$ cat src/rtl/irq_ctrl.sv
module irq_ctrl #(
  parameter int NUM_IRQ = 8,
  localparam int IDX_W = $clog2(NUM_IRQ)
) (
  input  logic               clk,
  input  logic               rst_n,
  input  logic [NUM_IRQ-1:0] irq_in,
  input  logic [NUM_IRQ-1:0] mask,
  input  logic               level_trig,
  input  logic               inta,
  input  logic               eoi,
  output logic               irq_out,
  output logic               vec_oe,
  output logic [IDX_W-1:0]   vec_idx
);

  logic [NUM_IRQ-1:0] isr_q, arm_q, irr, req, retire, take;
  logic               inta_q, phase_q, best_vld, blocked, grant, freeze, done;
  logic [IDX_W-1:0]   best_idx, sel_q;

  assign irr = irq_in & ~(arm_q & {NUM_IRQ{~level_trig}});
  assign req = irr & ~mask;

  always_comb begin
    best_vld = 1'b0;
    best_idx = '0;
    for (int i = NUM_IRQ - 1; i >= 0; i--)
      if (req[i]) begin
        best_vld = 1'b1;
        best_idx = IDX_W'(i);
      end
    blocked = 1'b0;
    for (int i = 0; i < NUM_IRQ; i++)
      if (isr_q[i] && i <= int'(best_idx)) blocked = 1'b1;
  end

  assign grant   = best_vld & ~blocked;
  assign irq_out = grant;
  assign freeze  = inta_q & ~inta & ~phase_q;
  assign done    = inta_q & ~inta & phase_q;
  assign retire  = eoi ? (isr_q & (-isr_q)) : '0;
  assign take    = (freeze && grant) ? (NUM_IRQ'(1) << best_idx) : '0;
  assign vec_oe  = phase_q & inta;
  assign vec_idx = vec_oe ? sel_q : '0;

  always_ff @(posedge clk or negedge rst_n) begin
    if (!rst_n) begin
      isr_q   <= '0;
      arm_q   <= '0;
      inta_q  <= 1'b0;
      phase_q <= 1'b0;
      sel_q   <= '0;
    end else begin
      inta_q <= inta;
      isr_q  <= (isr_q & ~retire) | take;
      arm_q  <= (arm_q & (irq_in | isr_q)) | take;
      if (freeze) begin
        phase_q <= 1'b1;
        sel_q   <= grant ? best_idx : IDX_W'(NUM_IRQ - 1);
      end else if (done) begin
        phase_q <= 1'b0;
      end
    end
  end

  AST_ISR_HOLD: assert property (@(posedge clk) disable iff (!rst_n)
    !eoi |=> ((isr_q & $past(isr_q)) == $past(isr_q)));
  AST_EOI_SINGLE: assert property (@(posedge clk) disable iff (!rst_n)
    eoi |=> ($countones($past(isr_q) & ~isr_q) <= 1));
  AST_ARM_RELEASE: assert property (@(posedge clk) disable iff (!rst_n)
    1'b1 |=> (($past(arm_q) & ~arm_q & ($past(irq_in) | $past(isr_q))) == '0));
  AST_SPURIOUS_NO_ISR: assert property (@(posedge clk) disable iff (!rst_n)
    (freeze && !grant && !eoi) |=> (isr_q == $past(isr_q)));
  AST_IRQ_NEEDS_LINE: assert property (@(posedge clk) disable iff (!rst_n)
    irq_out |-> (|(irq_in & ~mask)));
  AST_ONE_NEW_ISR: assert property (@(posedge clk) disable iff (!rst_n)
    1'b1 |=> ($countones(isr_q & ~$past(isr_q)) <= 1));

endmodule

$ cat config.mk
export PLATFORM = sky130hd
export DESIGN_NAME = irq_ctrl
export DESIGN_NICKNAME = d
export VERILOG_FILES = /design/src/rtl/irq_ctrl.sv
export SDC_FILE = /design/constraint.sdc
export NUM_CORES = 1
export LEC_CHECK = 0
export BUFFER_PORTS_ARGS = -buffer_cell sky130_fd_sc_hd__buf_2
export CAP_MARGIN = 20
export CORE_MARGIN = 2
export CORE_UTILIZATION = 30
export CTS_BUF_LIST = sky130_fd_sc_hd__clkbuf_8 sky130_fd_sc_hd__clkbuf_16
export DETAILED_ROUTE_END_ITERATION = 8
export GPL_TIMING_DRIVEN = 0
export PLACE_DENSITY_LB_ADDON = 0.05
export SYNTH_ARGS = -nofsm -noshare
export SYNTH_HDL_FRONTEND = slang
export SYNTH_SLANG_ARGS = --single-unit
$ cat constraint.sdc
create_clock -name clk -period 4 [get_ports clk]
set_clock_uncertainty 0.05 [all_clocks]
set_input_delay 0.8 -clock clk [delete_from_list [all_inputs] [get_ports clk]]
set_output_delay 0.8 -clock clk [all_outputs]
set_load 0.05 [all_outputs]
Yosys cells after proc, flatten, opt, wreduce, memory -nomap -nowiden:

Index checks and enable logic that the tools add are counted.

* $add $sub $neg: 1
* multiply operators: 0
* div/mod/pow operators: 0
* magnitude comparators: 7
* equal/unequal tests: 0
* shifts and indexed selects: 1
* multiplexer cells: 30
* bitwise operators: 21
* reduce and logical (&&, ||, !) cells: 9

Operators with widths (count)
* $and 8x8->8: 6
* $mux 3: 10
* $not 8->8: 3
* $or 8x8->8: 3
* $mux 1: 18
* $mux 8: 2
* $le 3x3->1 const A: 4
* $logic_and 1x1->1: 8
* $neg 8->8: 1
* $shl 1x3->8 const A: 1
* $le 2x3->1 const A: 2
* $and 1x1->1: 5
* $not 1->1: 4
* $le 1x3->1 const A: 1
* $reduce_bool 2->1: 1

* bits in registers: 21
* bits in latches: 0
* RAM bits: 0
* ROM bits: 0
* bits of input ports: 21
* output and inout port bits: 5
* logic and storage cells: 74
* memories: 0

Longest topological paths before layout:

Gate-level depths: netlist of the first run.

* depth after elaboration: 27
* gate-level depth with buffers: 7
* gate-level depth less buffers: 7

Worst setup path before layout of the first run:

OpenSTA, ideal clock, no wires.

* kind: input to output
* from: in irq_in[5]
* to: out irq_out
* arrival: 2408 ps
* required time: 3150 ps
* slack: 742 ps
* stages: 6
* path buffers: 0
* cell sequence: or2b_1 > a2bb2oi_2 > a2111oi_4 > o41ai_1 > a311oi_4 > and3_4

* word-level cells in the longest chain between the ends: 19
* elaborated cells between the ends (all ways): 37
* classes of those cells: 7 x order compare; 19 x mux; 4 x bitwise; 7 x reduce/logical

Ends and longest elaborated chain
* start: declaration: RTL line 7 `input logic [NUM_IRQ-1:0] irq_in,`
* $and 8x8->8 (*): RTL line 21 `assign irr = irq_in & ~(arm_q & {NUM_IRQ{~level_trig}});`
* $and 8x8->8 (*): RTL line 22 `assign req = irr & ~mask;`
* $mux 3 (6 in series): RTL line 28 `if (req[i]) begin`
* $le 1x3->1: RTL line 34 `if (isr_q[i] && i <= int'(best_idx)) blocked = 1'b1;`
* $logic_and 1x1->1: RTL line 34
* $mux 1 (7 in series): RTL line 34
* $not 1->1: RTL line 37 `assign grant = best_vld & ~blocked;`
* $and 1x1->1 (*): RTL line 37
* end: declaration: RTL line 12 `output logic irq_out,`

Mark *: on every way between the ends. The rest lies on a longest branch, timed or not.

Worst setup path after layout of the first run:

Same ends and word-level chain as after synthesis.

==> results.json, run 1 <==
{
  "p_seq_share_pct": 43.8,
  "netlist_area_um2": 1360,
  "clock_latency_ns": 0.26,
  "dpl.hpwl_um": 2480,
  "initial_core_util_pct": 31.1,
  "yosysSeqAreaShare_pct": 38.8,
  "synth-edff-count": 0,
  "die_h_um": 71.2,
  "cts_hold_buffers": 0,
  "yosys_warnings": 0,
  "cp-start-kind": "primary input",
  "cts_setup_buffers": 0,
  "crit_required_ns": 3.15,
  "critical_path_peak_fanout": 5,
  "r2r_start": "arm_q[7]",
  "fp-row-count": 24,
  "async_reset_ff_share_pct": 100,
  "end_kind": "output port",
  "r2r_slack_ns": 1.68,
  "core_um2": 4350,
  "fin_ws_ns": 0.287,
  "viasPerCell": 5.05,
  "grt_setup_unrepaired": "no",
  "slew_violations": 0,
  "worst_pin_slew_ns": 1.06,
  "syn_inst": 126,
  "hp-class": "primary input to async pin",
  "io_pins": 26,
  "tritoncts": "built",
  "p_sw_share_pct": 34.6,
  "ir_worst_vdd_v": 0.000153,
  "grt_pass1_vias": 1071,
  "ant_nets": 0,
  "num-nets-final": 177,
  "grt_start_max_net_pins": 22,
  "fmax_mhz": 269,
  "avgSynthCellArea_um2": 10.8,
  "syn2layout_area_growth_pct": 17.5,
  "cts-buffers-inserted": 3,
  "die_area_um2": 5070,
  "drc": 0,
  "relSlewSlack_pct": 29.0,
  "post_cts_resized": 0,
  "drt-initial-drc-count": 38,
  "num_vias": 1045,
  "diodes": 0,
  "layout_common_cells": "buf_2 (25), dfrtp_1 (21), o21ai_1 (15), o21ai_0 (14), inv_1 (7)",
  "fp.dieW_um": 71.2,
  "htreeDepth": 1,
  "setup_viol": 0,
  "avgRoutedWirePerCell_um": 15.5,
  "wl_um": 3220,
  "grt_usage_pct": 13.5,
  "syn_nets": 147,
  "drive_gt1_share_pct": 37.4,
  "cellPowerDensity_nw_per_um2": 357,
  "tns_ns": 0,
  "overflow": 0,
  "ys_seq_elements": 21,
  "p_clk_share_pct": 24.4,
  "final_common_cell": "buf_2",
  "min_period_over_period_pct": 92.8,
  "dpl_worst_slack_ns": 0.307,
  "final_util_pct": 36.6,
  "r2r.worst_path.cells": 7,
  "gp_congestion": 0.780,
  "worstPathArrival_ns": 2.86,
  "period_needed_ns": 3.71,
  "clock_path_buffers": 2,
  "leakage_nw": 0.663,
  "status": "complete, no violations",
  "p_sw_w": 0.000197,
  "clk_pin_slew_worst_paths_ns": 0.08,
  "place.port_buffers": 25,
  "grt_first_pass_wirelength_um": 5350,
  "reg2reg_to": "sel_q[2]",
  "comb_power_share_pct": 31.8,
  "synth_ff_type": "dfrtp_1",
  "maxCapViolations": 0,
  "antenna_found_initial": 0,
  "cts_root_buf": "clkbuf_8",
  "crit_type": "primary input to output port",
  "p_int_w": 0.000372,
  "synth_cell_type_count": 50,
  "finalHoldViolCount": 0,
  "clkSinkCount": 21,
  "drt_first_pass_iters": 4
}
through the flow:
step	std cells	total power, W	hold slack [ns]	cell area (um^2)
finish	207	0.000569	0.441	1590
global route	207	0.000601	0.463	1590
CTS	207	0.000574	0.447	1590
detailed placement	203	0.000435	0.429	1550
global placement	203	0.000434	0.437	1550
floorplan	126	0.000386	0.407	1360
worst max-delay path by stage:
stage	endpoint	slack, ns	depth (start not counted)	start
floorplan	irq_out	0.74	6	irq_in[5]
global route	irq_out	0.18	8	level_trig
detailed placement	irq_out	0.31	8	level_trig
global placement	irq_out	0.32	8	level_trig
CTS	irq_out	0.29	8	level_trig
finish	irq_out	0.29	8	irq_in[5]
final cells by class:
type                    instances  area (um^2)
inverters                       8         31.3
repair buffers                 25          125
clock inverters                 1         5.00
well taps                      52         65.1
clock buffers                   3         41.3
fillers                       437         2760
multi-input cells              97          798
flip-flops and latches         21          526
power by group through the flow:
stage	logic, W	clock network (W)	registers [W]
detailed placement	0.000182	0	0.000254
finish	0.000181	0.000139	0.000249
global route	0.000194	0.000154	0.000253
global placement	0.000180	0	0.000254
CTS	0.000183	0.000142	0.000249
floorplan	0.000138	0	0.000248
kinds of logic (layout without fill, tap and decap cells):
logic type | Yosys count | in the layout | synth area share, %
compound gates | 53 | 53 | 34.6
simple gates | 44 | 44 | 24.3
flops | 21 | 21 | 38.8
buf+inv | 8 | 37 | 2.31
cell usage after synthesis, drive strengths merged, types with 2 or more instances:
cell / instances / share of area (%)
nor2: 6 / 2.2
o21ai: 29 / 11
or2: 2 / 0.92
dfrtp: 21 / 39
and2b: 4 / 2.7
a2bb2oi: 2 / 3.0
or3: 2 / 0.92
a2111oi: 2 / 4.1
nand2b: 4 / 2.4
nand2: 7 / 2.5
nor3: 3 / 1.1
o22ai: 2 / 0.92
nor2b: 3 / 1.8
and3: 4 / 2.2
or2b: 3 / 2.0
a31oi: 3 / 3.0
nand4: 2 / 3.1
inv: 7 / 1.9
a211oi: 2 / 2.0
flip-flops by register name, summed over array words and instances, names as in the netlist:
| register | count |
|---|---|
| arm_q | 8 |
| isr_q | 8 |
| sel_q | 3 |
| inta_q | 1 |
| phase_q | 1 |
worst max-delay path: stages:
cell	delay (ns)
buf_2	0.09
or2b_1	0.28
a2bb2oi_2	0.20
a211oi_4	0.38
nor3b_2	0.14
a311oi_4	0.42
and3_4	0.29
buf_2	0.26
routing by layer:
layer / vias up / wire length, um / GRT usage [%]
li1: 532 / - / -
met1: 488 / 1610 / 19.0
met2: 21 / 1470 / 21.7
met3: 4 / 105 / 1.71
met4: 0 / 28 / 3.77
met5: - / 0 / 0
No activity file was read; power rests on OpenSTA's default activity.
==> inputs of run 2 (changes only) <==
--- a/config.mk
+++ b/config.mk
@@ -7,6 +7,7 @@
 export LEC_CHECK = 0
 export BUFFER_PORTS_ARGS = -buffer_cell sky130_fd_sc_hd__buf_2
 export CAP_MARGIN = 20
+export CORE_ASPECT_RATIO = 0.6
 export CORE_MARGIN = 2
 export CORE_UTILIZATION = 30
 export CTS_BUF_LIST = sky130_fd_sc_hd__clkbuf_8 sky130_fd_sc_hd__clkbuf_16
==> run 2 against run 1 <==
Net effect: setup slack improved by 0.050 ns; via count up 5.8%; first-iteration DRC count is 26% higher; largest power group unchanged; maximum frequency rose by 1.4%; largest cell class unchanged; sequential power hardly changed; design area grew 0.63%.
==> results.json, run 2 (same netlist as run 1, synthesis figures left out) <==
{
  "status": "complete, no violations",
  "clock_latency_ns": 0.27,
  "avgRoutedWirePerCell_um": 16.5,
  "cts-buffers-inserted": 3,
  "stdcell_area_um2": 1600,
  "final_cells": 215,
  "tns_ns": 0,
  "grt_first_pass_wirelength_um": 5840,
  "clk_pin_slew_worst_paths_ns": 0.08,
  "syn2layout_area_growth_pct": 18.2,
  "period_needed_ns": 3.66,
  "hp-class": "flop to flop",
  "cellPowerDensity_nw_per_um2": 362,
  "tritoncts": "built",
  "grt_pass1_vias": 1107,
  "htreeDepth": 1,
  "end_kind": "output port",
  "place.port_buffers": 25,
  "worstPathArrival_ns": 2.81,
  "relSlewSlack_pct": 26.4,
  "dpl.hpwl_um": 2780,
  "drc": 0,
  "overflow": 0,
  "ir_worst_vdd_v": 0.000126,
  "grt_usage_pct": 14.8,
  "worstSetupStartpoint": "level_trig",
  "antenna_found_initial": 0,
  "worst_pin_slew_ns": 1.10,
  "die_area_um2": 5090,
  "dpl_worst_slack_ns": 0.326,
  "initial_core_util_pct": 32.2,
  "diodes": 0,
  "ant_nets": 0,
  "fp.dieW_um": 90.8,
  "crit_type": "primary input to output port",
  "io_pins": 26,
  "fmax_mhz": 273,
  "top_regs": "arm_q (8), isr_q (8), sel_q (3)",
  "slew_violations": 0,
  "final_common_cell": "buf_2",
  "r2r_start": "arm_q[5]",
  "cp_slowest_cell": "a31oi_2",
  "fin_ws_ns": 0.337,
  "cts_setup_buffers": 0,
  "grt_start_max_net_pins": 22,
  "num_vias": 1106,
  "maxCapViolations": 0,
  "clock_path_buffers": 2,
  "finalHoldViolCount": 0,
  "critical_path_peak_fanout": 9,
  "core_um2": 4210,
  "layout_common_cells": "buf_2 (25), dfrtp_1 (21), o21ai_1 (15), o21ai_0 (14), inv_1 (7)",
  "hold_ws_ns": 0.442,
  "die_h_um": 56.1,
  "drt-initial-drc-count": 48,
  "min-delay-start": "sel_q[2]",
  "drt_first_pass_iters": 4,
  "wl_um": 3550,
  "cp-start-kind": "primary input",
  "leakage_nw": 0.663,
  "gp_congestion": 0.746,
  "cts_root_buf": "clkbuf_8",
  "crit_top_cell": "buf_2",
  "viasPerCell": 5.14,
  "placedInstanceArea_um2": 1560,
  "dp_cells": 211,
  "crit_required_ns": 3.15,
  "setup_viol": 0,
  "fp-row-count": 18,
  "post_cts_resized": 0,
  "clkSinkCount": 21,
  "min_period_over_period_pct": 91.6,
  "grt_setup_unrepaired": "no",
  "num-nets-final": 177,
  "path_cells": "buf_2 > nor2b_2 > a2bb2oi_2 > a211oi_4 > a31oi_2 > nand2_4 > and3_4 > buf_2",
  "cpPeakStageDelay_ns": 0.53,
  "cts_hold_buffers": 0,
  "drive_gt1_share_pct": 37.4
}
## run 2: final timing paths
kind	slack (ns)	cells after the start	end
worst max-delay path	0.34	8	irq_out
worst min-delay path	0.44	1	sel_q[2]
worst max register to register	1.73	7	arm_q[3]
worst min register to register	0.44	1	sel_q[2]
max in group asynchronous	3.11	1	arm_q[1]
min in group asynchronous	0.45	1	arm_q[6]
## run 2: where the power goes
group          total (W)  internal [W]  leakage, nW  switching (W)
sequential      0.000252      0.000233        0.278      0.0000187
clock           0.000146     0.0000696       0.0255      0.0000766
combinational   0.000182     0.0000693        0.360       0.000113
total           0.000580      0.000372        0.663       0.000209
## run 2: per-layer routing
layer	share of wire, %	GRT usage, %	vias up
met5	0	0	-
met4	0.28	1.98	0
met3	3.6	3.93	2
met2	39	20.7	14
met1	57	22.9	557
li1	-	-	533
## run 2: final cells by class
type                            count  area [um^2]
Tap cell                           60         75.1
Inverter                            8         31.3
Clock buffer                        3         41.3
Clock inverter                      1         5.00
Fill cell                         428         2610
Sequential cell                    21          526
Timing Repair Buffer               25          125
Multi-Input combinational cell     97          798
## run 2: per-stage QoR
stage	power, W	utilization [%]
floorplan	0.000386	-
global placement	0.000436	36.9
detailed placement	0.000439	36.9
CTS	0.000585	38.0
global route	0.000610	38.0
finish	0.000580	38.0
## run 2: worst max-delay path: cells and delay by family
family                 cells  cell delay, ns
AOI/OAI and AO/OA          3            1.06
buffers and inverters      2            0.37
and+or+nand+nor            3            0.57
